$ cat src/rtl/nchd_pkg.sv
package nchd_pkg;

  typedef enum logic [1:0] {
    OP_READ  = 2'd0,
    OP_PROG  = 2'd1,
    OP_ERASE = 2'd2,
    OP_COPY  = 2'd3
  } op_e;

  localparam int ADDR_W = 4;

  localparam logic [ADDR_W-1:0] A_OP    = 4'd0;
  localparam logic [ADDR_W-1:0] A_BANK  = 4'd1;
  localparam logic [ADDR_W-1:0] A_COL   = 4'd2;
  localparam logic [ADDR_W-1:0] A_ROW   = 4'd3;
  localparam logic [ADDR_W-1:0] A_DROW  = 4'd4;
  localparam logic [ADDR_W-1:0] A_DADDR = 4'd5;
  localparam logic [ADDR_W-1:0] A_DCNT  = 4'd6;
  localparam logic [ADDR_W-1:0] A_OPT   = 4'd7;
  localparam logic [ADDR_W-1:0] A_ISSUE = 4'd8;

endpackage

$ cat src/rtl/nchd_stage.sv
// Staging registers plus the one-entry wait slot and the sticky overflow flag.
module nchd_stage
  import nchd_pkg::*;
#(
  parameter int DATA_W = 32,
  parameter int BANK_W = 3,
  parameter int COL_W  = 16,
  parameter int RAW_W  = 19,
  parameter int DMA_W  = 32,
  parameter int CNT_W  = 16,
  parameter int OPT_W  = 8
) (
  input  logic              clk,
  input  logic              rst,
  input  logic              we,
  input  logic [ADDR_W-1:0] addr,
  input  logic [DATA_W-1:0] wdata,
  input  logic              take,
  output logic              slot_valid,
  output logic              overflow,
  output op_e               s_op,
  output logic [BANK_W-1:0] s_bank,
  output logic [COL_W-1:0]  s_col,
  output logic [RAW_W-1:0]  s_row,
  output logic [RAW_W-1:0]  s_drow,
  output logic [DMA_W-1:0]  s_daddr,
  output logic [CNT_W-1:0]  s_dcnt,
  output logic [OPT_W-1:0]  s_opt
);

  op_e               st_op;
  logic [BANK_W-1:0] st_bank;
  logic [COL_W-1:0]  st_col;
  logic [RAW_W-1:0]  st_row;
  logic [RAW_W-1:0]  st_drow;
  logic [DMA_W-1:0]  st_daddr;
  logic [CNT_W-1:0]  st_dcnt;
  logic [OPT_W-1:0]  st_opt;
  logic              issue_hit;

  assign issue_hit = we && (addr == A_ISSUE);

  // staging side
  always_ff @(posedge clk) begin
    if (rst) begin
      st_op    <= OP_READ;
      st_bank  <= '0;
      st_col   <= '0;
      st_row   <= '0;
      st_drow  <= '0;
      st_daddr <= '0;
      st_dcnt  <= '0;
      st_opt   <= '0;
    end else if (we) begin
      unique case (addr)
        A_OP:    st_op    <= op_e'(wdata[1:0]);
        A_BANK:  st_bank  <= wdata[BANK_W-1:0];
        A_COL:   st_col   <= wdata[COL_W-1:0];
        A_ROW:   st_row   <= wdata[RAW_W-1:0];
        A_DROW:  st_drow  <= wdata[RAW_W-1:0];
        A_DADDR: st_daddr <= wdata[DMA_W-1:0];
        A_DCNT:  st_dcnt  <= wdata[CNT_W-1:0];
        A_OPT:   st_opt   <= wdata[OPT_W-1:0];
        default: ;
      endcase
    end
  end

  // wait slot
  always_ff @(posedge clk) begin
    if (rst) begin
      slot_valid <= 1'b0;
      overflow   <= 1'b0;
      s_op       <= OP_READ;
      s_bank     <= '0;
      s_col      <= '0;
      s_row      <= '0;
      s_drow     <= '0;
      s_daddr    <= '0;
      s_dcnt     <= '0;
      s_opt      <= '0;
    end else begin
      if (take) slot_valid <= 1'b0;
      if (issue_hit) begin
        if (slot_valid) begin
          overflow <= 1'b1;
        end else begin
          slot_valid <= 1'b1;
          s_op       <= st_op;
          s_bank     <= st_bank;
          s_col      <= st_col;
          s_row      <= st_row;
          s_drow     <= st_drow;
          s_daddr    <= st_daddr;
          s_dcnt     <= st_dcnt;
          s_opt      <= st_opt;
        end
      end
    end
  end

endmodule

$ cat src/rtl/nchd_bank.sv
// One bank: counts down its modelled busy time (bus phase plus cell phase).
module nchd_bank #(
  parameter int TW = 12
) (
  input  logic          clk,
  input  logic          rst,
  input  logic          start,
  input  logic [TW-1:0] load,
  output logic          busy
);

  logic [TW-1:0] remain;

  always_ff @(posedge clk) begin
    if (rst)                remain <= '0;
    else if (start)         remain <= load;
    else if (remain != '0)  remain <= remain - 1'b1;
  end

  assign busy = (remain != '0);

endmodule

$ cat src/rtl/nchd_disp.sv
// Channel bus arbiter: hands the slot to a bank when the bus and its R/B line are free.
module nchd_disp
  import nchd_pkg::*;
#(
  parameter int NUM_BANKS     = 8,
  parameter int NUM_RB        = 4,
  parameter int BANK_W        = 3,
  parameter int COL_W         = 16,
  parameter int BLK_W         = 12,
  parameter int PAGES_PER_BLK = 128,
  parameter int PAGE_W        = 7,
  parameter int DMA_W         = 32,
  parameter int CNT_W         = 16,
  parameter int OPT_W         = 8,
  parameter int XFER_CYC      = 24,
  parameter int T_READ        = 250,
  parameter int T_PROG        = 1300,
  parameter int T_ERASE       = 1500,
  parameter int TW            = 12,
  localparam int RAW_W = BLK_W + PAGE_W,
  localparam int RB_W  = (NUM_RB > 1) ? $clog2(NUM_RB) : 1,
  localparam int XW    = $clog2(XFER_CYC + 1)
) (
  input  logic                 clk,
  input  logic                 rst,
  input  logic                 slot_valid,
  input  op_e                  s_op,
  input  logic [BANK_W-1:0]    s_bank,
  input  logic [COL_W-1:0]     s_col,
  input  logic [RAW_W-1:0]     s_row,
  input  logic [RAW_W-1:0]     s_drow,
  input  logic [DMA_W-1:0]     s_daddr,
  input  logic [CNT_W-1:0]     s_dcnt,
  input  logic [OPT_W-1:0]     s_opt,
  input  logic [NUM_RB-1:0]    rb_busy,
  output logic                 take,
  output logic [NUM_BANKS-1:0] start_vec,
  output logic [TW-1:0]        load_val,
  output logic                 bus_busy,
  output logic [BANK_W-1:0]    xfer_bank,
  output op_e                  xfer_op,
  output logic [COL_W-1:0]     xfer_col,
  output logic [RAW_W-1:0]     xfer_row,
  output logic [RAW_W-1:0]     xfer_dst_row,
  output logic [DMA_W-1:0]     xfer_dma_addr,
  output logic [CNT_W-1:0]     xfer_dma_cnt,
  output logic [OPT_W-1:0]     xfer_opt
);

  logic [XW-1:0]   bus_left;
  logic [RB_W-1:0] rb_idx;

  function automatic logic [TW-1:0] busy_len(input op_e op);
    case (op)
      OP_READ:  return TW'(XFER_CYC + T_READ);
      OP_PROG:  return TW'(XFER_CYC + T_PROG);
      OP_ERASE: return TW'(XFER_CYC + T_ERASE);
      OP_COPY:  return TW'(XFER_CYC + T_READ + T_PROG);
      default:  return TW'(XFER_CYC);
    endcase
  endfunction

  // block/page field pair -> linear row number
  function automatic logic [RAW_W-1:0] to_row(input logic [RAW_W-1:0] raw);
    logic [RAW_W-1:0] blk;
    logic [RAW_W-1:0] pg;
    blk = RAW_W'(raw[RAW_W-1:PAGE_W]);
    pg  = RAW_W'(raw[PAGE_W-1:0]);
    return blk * RAW_W'(PAGES_PER_BLK) + pg;
  endfunction

  assign rb_idx   = RB_W'(32'(s_bank) % NUM_RB);
  assign bus_busy = (bus_left != '0);
  assign take     = slot_valid && !bus_busy && !rb_busy[rb_idx];
  assign load_val = busy_len(s_op);

  for (genvar b = 0; b < NUM_BANKS; b++) begin : g_start
    assign start_vec[b] = take && (s_bank == BANK_W'(b));
  end

  always_ff @(posedge clk) begin
    if (rst) begin
      bus_left      <= '0;
      xfer_bank     <= '0;
      xfer_op       <= OP_READ;
      xfer_col      <= '0;
      xfer_row      <= '0;
      xfer_dst_row  <= '0;
      xfer_dma_addr <= '0;
      xfer_dma_cnt  <= '0;
      xfer_opt      <= '0;
    end else if (take) begin
      bus_left      <= XW'(XFER_CYC);
      xfer_bank     <= s_bank;
      xfer_op       <= s_op;
      xfer_col      <= s_col;
      xfer_row      <= to_row(s_row);
      xfer_dst_row  <= to_row(s_drow);
      xfer_dma_addr <= s_daddr;
      xfer_dma_cnt  <= s_dcnt;
      xfer_opt      <= s_opt;
    end else if (bus_left != '0) begin
      bus_left <= bus_left - 1'b1;
    end
  end

endmodule

$ cat src/rtl/nand_chan_dispatch.sv
module nand_chan_dispatch
  import nchd_pkg::*;
#(
  parameter int NUM_BANKS     = 8,
  parameter int DATA_W        = 32,
  parameter int COL_W         = 16,
  parameter int BLK_W         = 12,
  parameter int PAGES_PER_BLK = 128,
  parameter int DMA_W         = 32,
  parameter int CNT_W         = 16,
  parameter int OPT_W         = 8,
  parameter int XFER_CYC      = 24,
  parameter int T_READ        = 250,
  parameter int T_PROG        = 1300,
  parameter int T_ERASE       = 1500,
  localparam int NUM_RB = NUM_BANKS / 2,
  localparam int BANK_W = $clog2(NUM_BANKS),
  localparam int PAGE_W = $clog2(PAGES_PER_BLK),
  localparam int ROW_W  = BLK_W + PAGE_W,
  localparam int TW     = $clog2(XFER_CYC + T_READ + T_PROG + T_ERASE + 1)
) (
  input  logic                 clk,
  input  logic                 rst,
  input  logic                 reg_we,
  input  logic [3:0]           reg_addr,
  input  logic [DATA_W-1:0]    reg_wdata,
  output logic                 slot_full,
  output logic                 overflow,
  output logic [NUM_BANKS-1:0] bank_busy,
  output logic [NUM_RB-1:0]    rb_busy,
  output logic                 bus_busy,
  output logic [BANK_W-1:0]    xfer_bank,
  output logic [1:0]           xfer_op,
  output logic [COL_W-1:0]     xfer_col,
  output logic [ROW_W-1:0]     xfer_row,
  output logic [ROW_W-1:0]     xfer_dst_row,
  output logic [DMA_W-1:0]     xfer_dma_addr,
  output logic [CNT_W-1:0]     xfer_dma_cnt,
  output logic [OPT_W-1:0]     xfer_opt
);

  op_e                  s_op;
  op_e                  x_op;
  logic [BANK_W-1:0]    s_bank;
  logic [COL_W-1:0]     s_col;
  logic [ROW_W-1:0]     s_row;
  logic [ROW_W-1:0]     s_drow;
  logic [DMA_W-1:0]     s_daddr;
  logic [CNT_W-1:0]     s_dcnt;
  logic [OPT_W-1:0]     s_opt;
  logic                 take;
  logic [NUM_BANKS-1:0] start_vec;
  logic [TW-1:0]        load_val;

  nchd_stage #(
    .DATA_W(DATA_W), .BANK_W(BANK_W), .COL_W(COL_W), .RAW_W(ROW_W),
    .DMA_W(DMA_W), .CNT_W(CNT_W), .OPT_W(OPT_W)
  ) u_stage (
    .clk(clk), .rst(rst), .we(reg_we), .addr(reg_addr), .wdata(reg_wdata),
    .take(take), .slot_valid(slot_full), .overflow(overflow),
    .s_op(s_op), .s_bank(s_bank), .s_col(s_col), .s_row(s_row),
    .s_drow(s_drow), .s_daddr(s_daddr), .s_dcnt(s_dcnt), .s_opt(s_opt)
  );

  nchd_disp #(
    .NUM_BANKS(NUM_BANKS), .NUM_RB(NUM_RB), .BANK_W(BANK_W), .COL_W(COL_W),
    .BLK_W(BLK_W), .PAGES_PER_BLK(PAGES_PER_BLK), .PAGE_W(PAGE_W),
    .DMA_W(DMA_W), .CNT_W(CNT_W), .OPT_W(OPT_W), .XFER_CYC(XFER_CYC),
    .T_READ(T_READ), .T_PROG(T_PROG), .T_ERASE(T_ERASE), .TW(TW)
  ) u_disp (
    .clk(clk), .rst(rst), .slot_valid(slot_full), .s_op(s_op),
    .s_bank(s_bank), .s_col(s_col), .s_row(s_row), .s_drow(s_drow),
    .s_daddr(s_daddr), .s_dcnt(s_dcnt), .s_opt(s_opt), .rb_busy(rb_busy),
    .take(take), .start_vec(start_vec), .load_val(load_val),
    .bus_busy(bus_busy), .xfer_bank(xfer_bank), .xfer_op(x_op),
    .xfer_col(xfer_col), .xfer_row(xfer_row), .xfer_dst_row(xfer_dst_row),
    .xfer_dma_addr(xfer_dma_addr), .xfer_dma_cnt(xfer_dma_cnt),
    .xfer_opt(xfer_opt)
  );

  assign xfer_op = x_op;

  for (genvar b = 0; b < NUM_BANKS; b++) begin : g_bank
    nchd_bank #(.TW(TW)) u_bank (
      .clk(clk), .rst(rst), .start(start_vec[b]), .load(load_val),
      .busy(bank_busy[b])
    );
  end

  // paired banks drive one shared ready/busy line
  for (genvar r = 0; r < NUM_RB; r++) begin : g_rb
    assign rb_busy[r] = bank_busy[r] | bank_busy[r + NUM_RB];
  end

endmodule

$ cat config.mk
export PLATFORM = sky130hd
export DESIGN_NAME = nand_chan_dispatch
export DESIGN_NICKNAME = d
export VERILOG_FILES = /design/src/rtl/nchd_pkg.sv /design/src/rtl/nchd_stage.sv /design/src/rtl/nchd_bank.sv /design/src/rtl/nchd_disp.sv /design/src/rtl/nand_chan_dispatch.sv
export SDC_FILE = /design/constraint.sdc
export NUM_CORES = 1
export LEC_CHECK = 0
export BUFFER_PORTS_ARGS = -buffer_cell sky130_fd_sc_hd__buf_2
export CORE_MARGIN = 10
export CORE_UTILIZATION = 50
export CTS_BUF_LIST = sky130_fd_sc_hd__clkbuf_8
export CTS_CLUSTER_DIAMETER = 30
export DETAILED_ROUTE_END_ITERATION = 7
export GPL_ROUTABILITY_DRIVEN = 0
export PLACE_DENSITY = 0.75
export RECOVER_POWER = 25
export SLEW_MARGIN = 20
export SYNTH_ARGS = -nofsm -noshare
export SYNTH_HDL_FRONTEND = slang
export SYNTH_SLANG_ARGS = --single-unit
$ cat constraint.sdc
create_clock -name clk -period 2.7 [get_ports clk]
set_clock_uncertainty 0.05 [all_clocks]
set_input_delay 0.405 -clock clk [delete_from_list [all_inputs] [get_ports clk]]
set_output_delay 0.405 -clock clk [all_outputs]
set_load 0.005 [all_outputs]
== Word-level counts from Yosys, hierarchy flattened ==
Index checks and enable logic that the tools add are counted.
Widths: inputs -> output; s select.

* Bits in latches: 0
* RAM bits: 0
* Memory bits (read-only): 0
* Word-level logic and storage cells: 140
* Input port bits: 39
* Memories: 0
* Output and inout port bits: 130
* Bits in registers: 448

* Equal/unequal tests: 18
* Add/sub/neg operators: 11
* Magnitude comparators: 1
* Reductions and logical operators: 45
* Bitwise operators: 5
* $mul: 0
* Mux-type cells: 24
* Shift-type cells: 0
* Divide/modulo/power cells: 0

{| class="wikitable"
|+ Operators with widths
! cell !! number
|-
| $mux 12 || 16
|-
| $reduce_bool 12->1 || 8
|-
| $sub 12x1->12 const B || 8
|-
| $pmux 12 s4 || 1
|-
| $add 19x7->19 || 2
|-
| $reduce_and 2->1 || 10
|-
| $reduce_bool 2->1 || 9
|-
| $eq 4x3->1 const B || 4
|-
| $eq 3x3->1 const B || 4
|-
| $logic_and 1x1->1 || 11
|-
| $mux 5 || 2
|-
| $eq 4x2->1 const B || 2
|-
| $eq 3x2->1 const B || 2
|-
| $reduce_bool 5->1 || 1
|-
| $sub 5x1->5 const B || 1
|-
| $eq 2x2->1 const B || 2
|-
| $eq 4x1->1 const B || 1
|-
| $eq 4x4->1 const B || 1
|-
| $logic_not 4->1 || 1
|-
| $mux 1 || 4
|-
| $or 1x1->1 || 4
|-
| $eq 3x1->1 const B || 1
|-
| $logic_not 3->1 || 1
|-
| $lt 2x3->1 const B || 1
|-
| 6 further kinds || 7
|}

== Longest topological paths before layout ==
* Depth in word-level cells: 9
* Depth in mapped cells: 11
* Gate-level depth less buffers: 8

== Cells and area by module ==
Synthesis repeated with hierarchy kept, for this count alone.

* Cells, all modules: 2073
* Area total of the unflattened synthesis: 19503.7 um^2

{| class="wikitable"
|+ By module, submodules not included
! module !! area each (um^2) !! instances !! cells each !! seq. area each (um^2)
|-
| nchd_stage || 9051.2 || 1 || 803 || 4644.5
|-
| nchd_bank || 703.2 || 8 || 85 || 240.2
|-
| nchd_disp || 4802.1 || 1 || 586 || 2402.3
|-
| nand_chan_dispatch || 25.0 || 1 || 4 || 0.0
|}

== Worst setup path after synthesis ==
No wires, ideal clock.

* Path kind: reg-to-reg
* Start point: register g_bank[7].u_bank.remain[0]
* End point: register u_disp.xfer_bank[1]
* Required time: 2578 ps
* Cell stages (with the launch flop): 12
* Arrival: 2448 ps
* Setup time: 72 ps
* Path buffers: 3
* Setup slack: 131 ps
* Clock period less this slack: 2569 ps
* Cells stage by stage: dfxtp_1 inv_1 ha_1 or4b_4 nor4_4 nand3_4 a31oi_4 and4_1 buf_4 buf_12 buf_12 mux2i_1

* Cells in the longest elaborated chain, start to end: 6

{| class="wikitable"
|+ RTL lines
! what !! line !! source
|-
| start, declared || nchd_bank.sv:12 || <nowiki>logic [TW-1:0] remain;</nowiki>
|-
| start signal, assigned || nchd_bank.sv:16 || <nowiki>else if (start) remain <= load;</nowiki>
|-
| start signal, assigned || nchd_bank.sv:17 || <nowiki>else if (remain != '0) remain <= remain - 1'b1;</nowiki>
|-
| $reduce_bool 12->1 || nchd_bank.sv:20 || <nowiki>assign busy = (remain != '0);</nowiki>
|-
| $or 1x1->1 || nand_chan_dispatch.sv:92 || <nowiki>assign rb_busy[r] = bank_busy[r] | bank_busy[r + NUM_RB];</nowiki>
|-
| via rb_busy[3] || nand_chan_dispatch.sv:30 || <nowiki>output logic [NUM_RB-1:0] rb_busy,</nowiki>
|-
| $bmux 1 s2 || nchd_disp.sv:74 || <nowiki>assign take = slot_valid && !bus_busy && !rb_busy[rb_idx];</nowiki>
|-
| $mux 1 (not written as such) || nchd_disp.sv:74 ||
|-
| $logic_not 1->1 || nchd_disp.sv:74 ||
|-
| $logic_and 1x1->1 || nchd_disp.sv:74 ||
|-
| end signal, assigned || nchd_disp.sv:94 || <nowiki>xfer_bank <= s_bank;</nowiki>
|-
| end, declared || nchd_disp.sv:40 || <nowiki>output logic [BANK_W-1:0] xfer_bank,</nowiki>
|}

The timed path passes the listed nets, and every way through them passes these cells. The select of a mux whose other input is x is not followed.
A chain may end at the register's enable or synchronous reset.

== Worst setup path after layout ==
* Start point: register g_bank[7].u_bank.remain[0]
* End point: output port bank_busy[7]

* Cells in the longest elaborated chain, start to end: 1

{| class="wikitable"
|+ RTL lines
! what !! line !! source
|-
| $reduce_bool 12->1 || nchd_bank.sv:20 ||
|-
| end, declared || nand_chan_dispatch.sv:29 || <nowiki>output logic [NUM_BANKS-1:0] bank_busy,</nowiki>
|}

Every way passes these cells.

==> metrics.txt <==
Synth Warn #=0; critical path required time=2.25 ns; Core Rows=70; dpl hpwl=32610 µm; setup tns final=-0.1727 ns; CP Capture Type=primary output; Core ar.=approximately 0.037 mm²; Finished Cell Area=0.02331 mm²; Slew Limit Fails=0; area of the mapped netlist=0.01874 mm²; fmax=360.1 MHz; syn_nets=2205; max incr delay on CP=between 0.4 and 0.5 ns; Residual DRC=0; RSZ-0062 raised after global routing=true; share of layout cells above drive strength 1=15.90%; Pwr Total=21.97 mW; Setup violations, final=6; worst slew pin tran=roughly 1.4 ns; Hold Fails Final Rpt=0; first-pass GRT wire length=80860 µm; Arrival @ worst endpoint=approximately 2.3 ns; Post-DP Area=0.02008 mm²; Area contributors post-synth=dfxtp_1, nand2_1, mux2i_1; gr ovfl total=0; final worst path period share=102.9%; post-synthesis instance total=2144; Clk Tree Root Cell=clkbuf_8; ys async rst share=0%; final net count=2449; final worst slack=-0.07739 ns; antenna viol nets, final=0; largest net degree at the start of global routing=116; dominant synthesized flop cell=dfxtp_1; failing checks=negative setup slack; Highest Signal Layer=met4; crit path cell chain=inv_2 -> ha_4 -> or4b_4 -> nor4_4 -> buf_4 -> clkinvlp_4 -> buf_6; met1 wire length=21590 µm; port bufs=168; Leakage=8.573 nW; CP max FO=2; class of the worst hold path=in -> reg; final hold slack=0.04449 ns; DR iter-0 viols=1261; WL met3=roughly 3500 µm; power density cells=942.4 mW/mm²; number of H-tree levels=3; Via density=5.365; Peak supply drop=0.8052 mV; Avg WL per Cell=17.62 µm; Yosys top cell by area=dfxtp_1; Die Area=0.04561 mm²; syn avg cell area=8.739 µm²; First-pass DRT Iterations=6; die width=213.6 µm; CTS Buf Count=99; sequential fraction of the synthesis area=between 40% and 50%; CP top delay family=simple AND/OR/NAND/NOR gates; io pins=around 170; Post-synth EDFFs=0; Slew HR=a little under a tenth; clock buffer depth=3; status=finished, violations left; vias in the first global route=about 16000; #FFs+latches synth=448; CP Class=reg -> out; Critical-path top delay cell=or4b_4; clock slew seen by the registers of the worst setup and hold paths=0.06 ns; pre-CTS WS=about 0.00038 ns; met2 wire length=24950 µm; Synth-to-Final Area Change=24.41%; CTS tree=built; initial core utilization=50.93%; CTS sink count=448; Startpoint Class=flip-flop; synth unique cells=58; minimum clock period=2.777 ns; initial antenna violation count=1; count leader, synth=nand2_1; die outline height=213.6 µm; max_cap viols=0; top-area cell type share of the netlist area=47.87%; Total GRT Usage=21.93%; vias post-DR=15770; Total Wirelength=about 52000 µm; clk_lat worst skew=about 0.66 ns; synth cell count leaders=nand2_1, dfxtp_1, a21oi_1, nand2b_1, mux2i_1; crit path buf inv count=4
-- sequential cells by signal, summed over array words and instances, names as in the netlist, 19 cells and up --
signal and cells:
u_stage.st_row 19, u_stage.st_daddr 32, u_disp.xfer_row 19, u_stage.st_drow 19, u_disp.xfer_dst_row 19, u_stage.s_drow 19, u_stage.s_row 19, u_disp.xfer_dma_addr 32
g_bank.u_bank.remain 96, u_stage.s_daddr 32
-- timing repair --
item / CTS / global route
hold buffers: 21 / 0
resized for setup: 37 / 33
cloned: 2 / 4
setup endpoints to repair: 30 / 123
setup buffers: 26 / 7
hold endpoints to repair: 27 / 0
pin swaps: 16 / 10
-- stage by stage --
step	utilization (%)	cells
5_1_grt	63.36	2940
2_1_floorplan	-	2144
4_1_cts	63.08	2930
6_report	63.36	2940
3_5_place_dp	54.59	2697
3_3_place_gp	54.59	2697
-- cell usage in the layout, fill, tap and decap left out, types with 6 or more instances in the layout --
cell type | netlist | final
dfxtp_1 | 448 | 440
nand3_1 | 15 | 15
xnor2_1 | 28 | 28
buf_4 | 9 | 62
inv_1 | 27 | 32
or4_4 | 2 | 7
a22oi_1 | 28 | 28
dlygate4sd3_1 | 0 | 21
nand3b_1 | 6 | 6
nand2b_1 | 245 | 245
bufinv_16 | 0 | 20
dfxtp_2 | 0 | 8
buf_2 | 0 | 54
a21oi_1 | 246 | 246
clkbuf_1 | 113 | 107
clkinv_4 | 0 | 8
nand2_1 | 453 | 449
nor4_1 | 9 | 8
buf_8 | 1 | 11
nor2b_1 | 6 | 6
mux2i_1 | 161 | 160
clkbuf_8 | 0 | 120
buf_12 | 11 | 16
or3_1 | 13 | 13
ha_1 | 22 | 21
nor3_1 | 37 | 36
nor2_1 | 127 | 126
buf_6 | 1 | 11
o21ai_0 | 7 | 7
clkinv_2 | 0 | 15
a211o_1 | 6 | 6
xor2_1 | 37 | 37
clkinvlp_4 | 0 | 13
-- layout make-up --
class                           instances  area (µm²)
Fill cell                            2941       13480
Multi-Input combinational cell       1522        9004
Sequential cell                       448        8979
Timing Repair Buffer                  289        2096
Clock buffer                          120        1652
Clock inverter                         64       877.1
Tap cell                              468       585.6
Inverter                               28       113.9
Antenna cell                            1       2.502
-- power breakdown --
group / total (mW) / internal (mW) / switching, mW / leakage [nW]
registers: 7.68 / 7.17 / 0.511 / 3.63
clock network: 9.26 / 6.01 / 3.25 / 1.29
logic: 5.03 / 2.34 / 2.68 / 3.65
-- per-layer routing --
metal  up-vias  track usage, %
met5         -               0
met4         0           10.27
met3       128           5.256
met2       516           36.35
met1      7512           26.43
li1       7618               -
-- kinds of logic (layout without fill, tap and decap cells) --
kind of cell             after synthesis  after routing  synth area share (%)
AND/OR/NAND/NOR                      968            968                 25.29
flip-flops                           448            448                 47.87
AO/OA/AOI/OAI                        305            305                 8.949
buffers and inverters                174            501                 4.721
multiplexers                         162            162                 8.662
XOR/XNOR                              65             65                 3.039
adder cells (fa/ha/maj)               22             22                 1.469
other                                  0              1                     0
-- worst paths after layout --
path,cells after the start,slack (ns),startpoint,to
worst max register to register,10,-0.02,g_bank[3].u_bank.remain[7],u_disp.xfer_dst_row[17]
worst max-delay path,7,-0.08,g_bank[7].u_bank.remain[0],bank_busy[7]
worst min register to register,2,0.39,u_stage.st_dcnt[13],u_stage.s_dcnt[13]
worst min-delay path,3,0.04,reg_wdata[12],u_stage.st_daddr[12]
-- worst min-delay path, cell delays in order --
cell     delay (ns)
buf_2          0.17
nand2_1        0.07
a21oi_1        0.05
(Power assumes the default switching activity.)
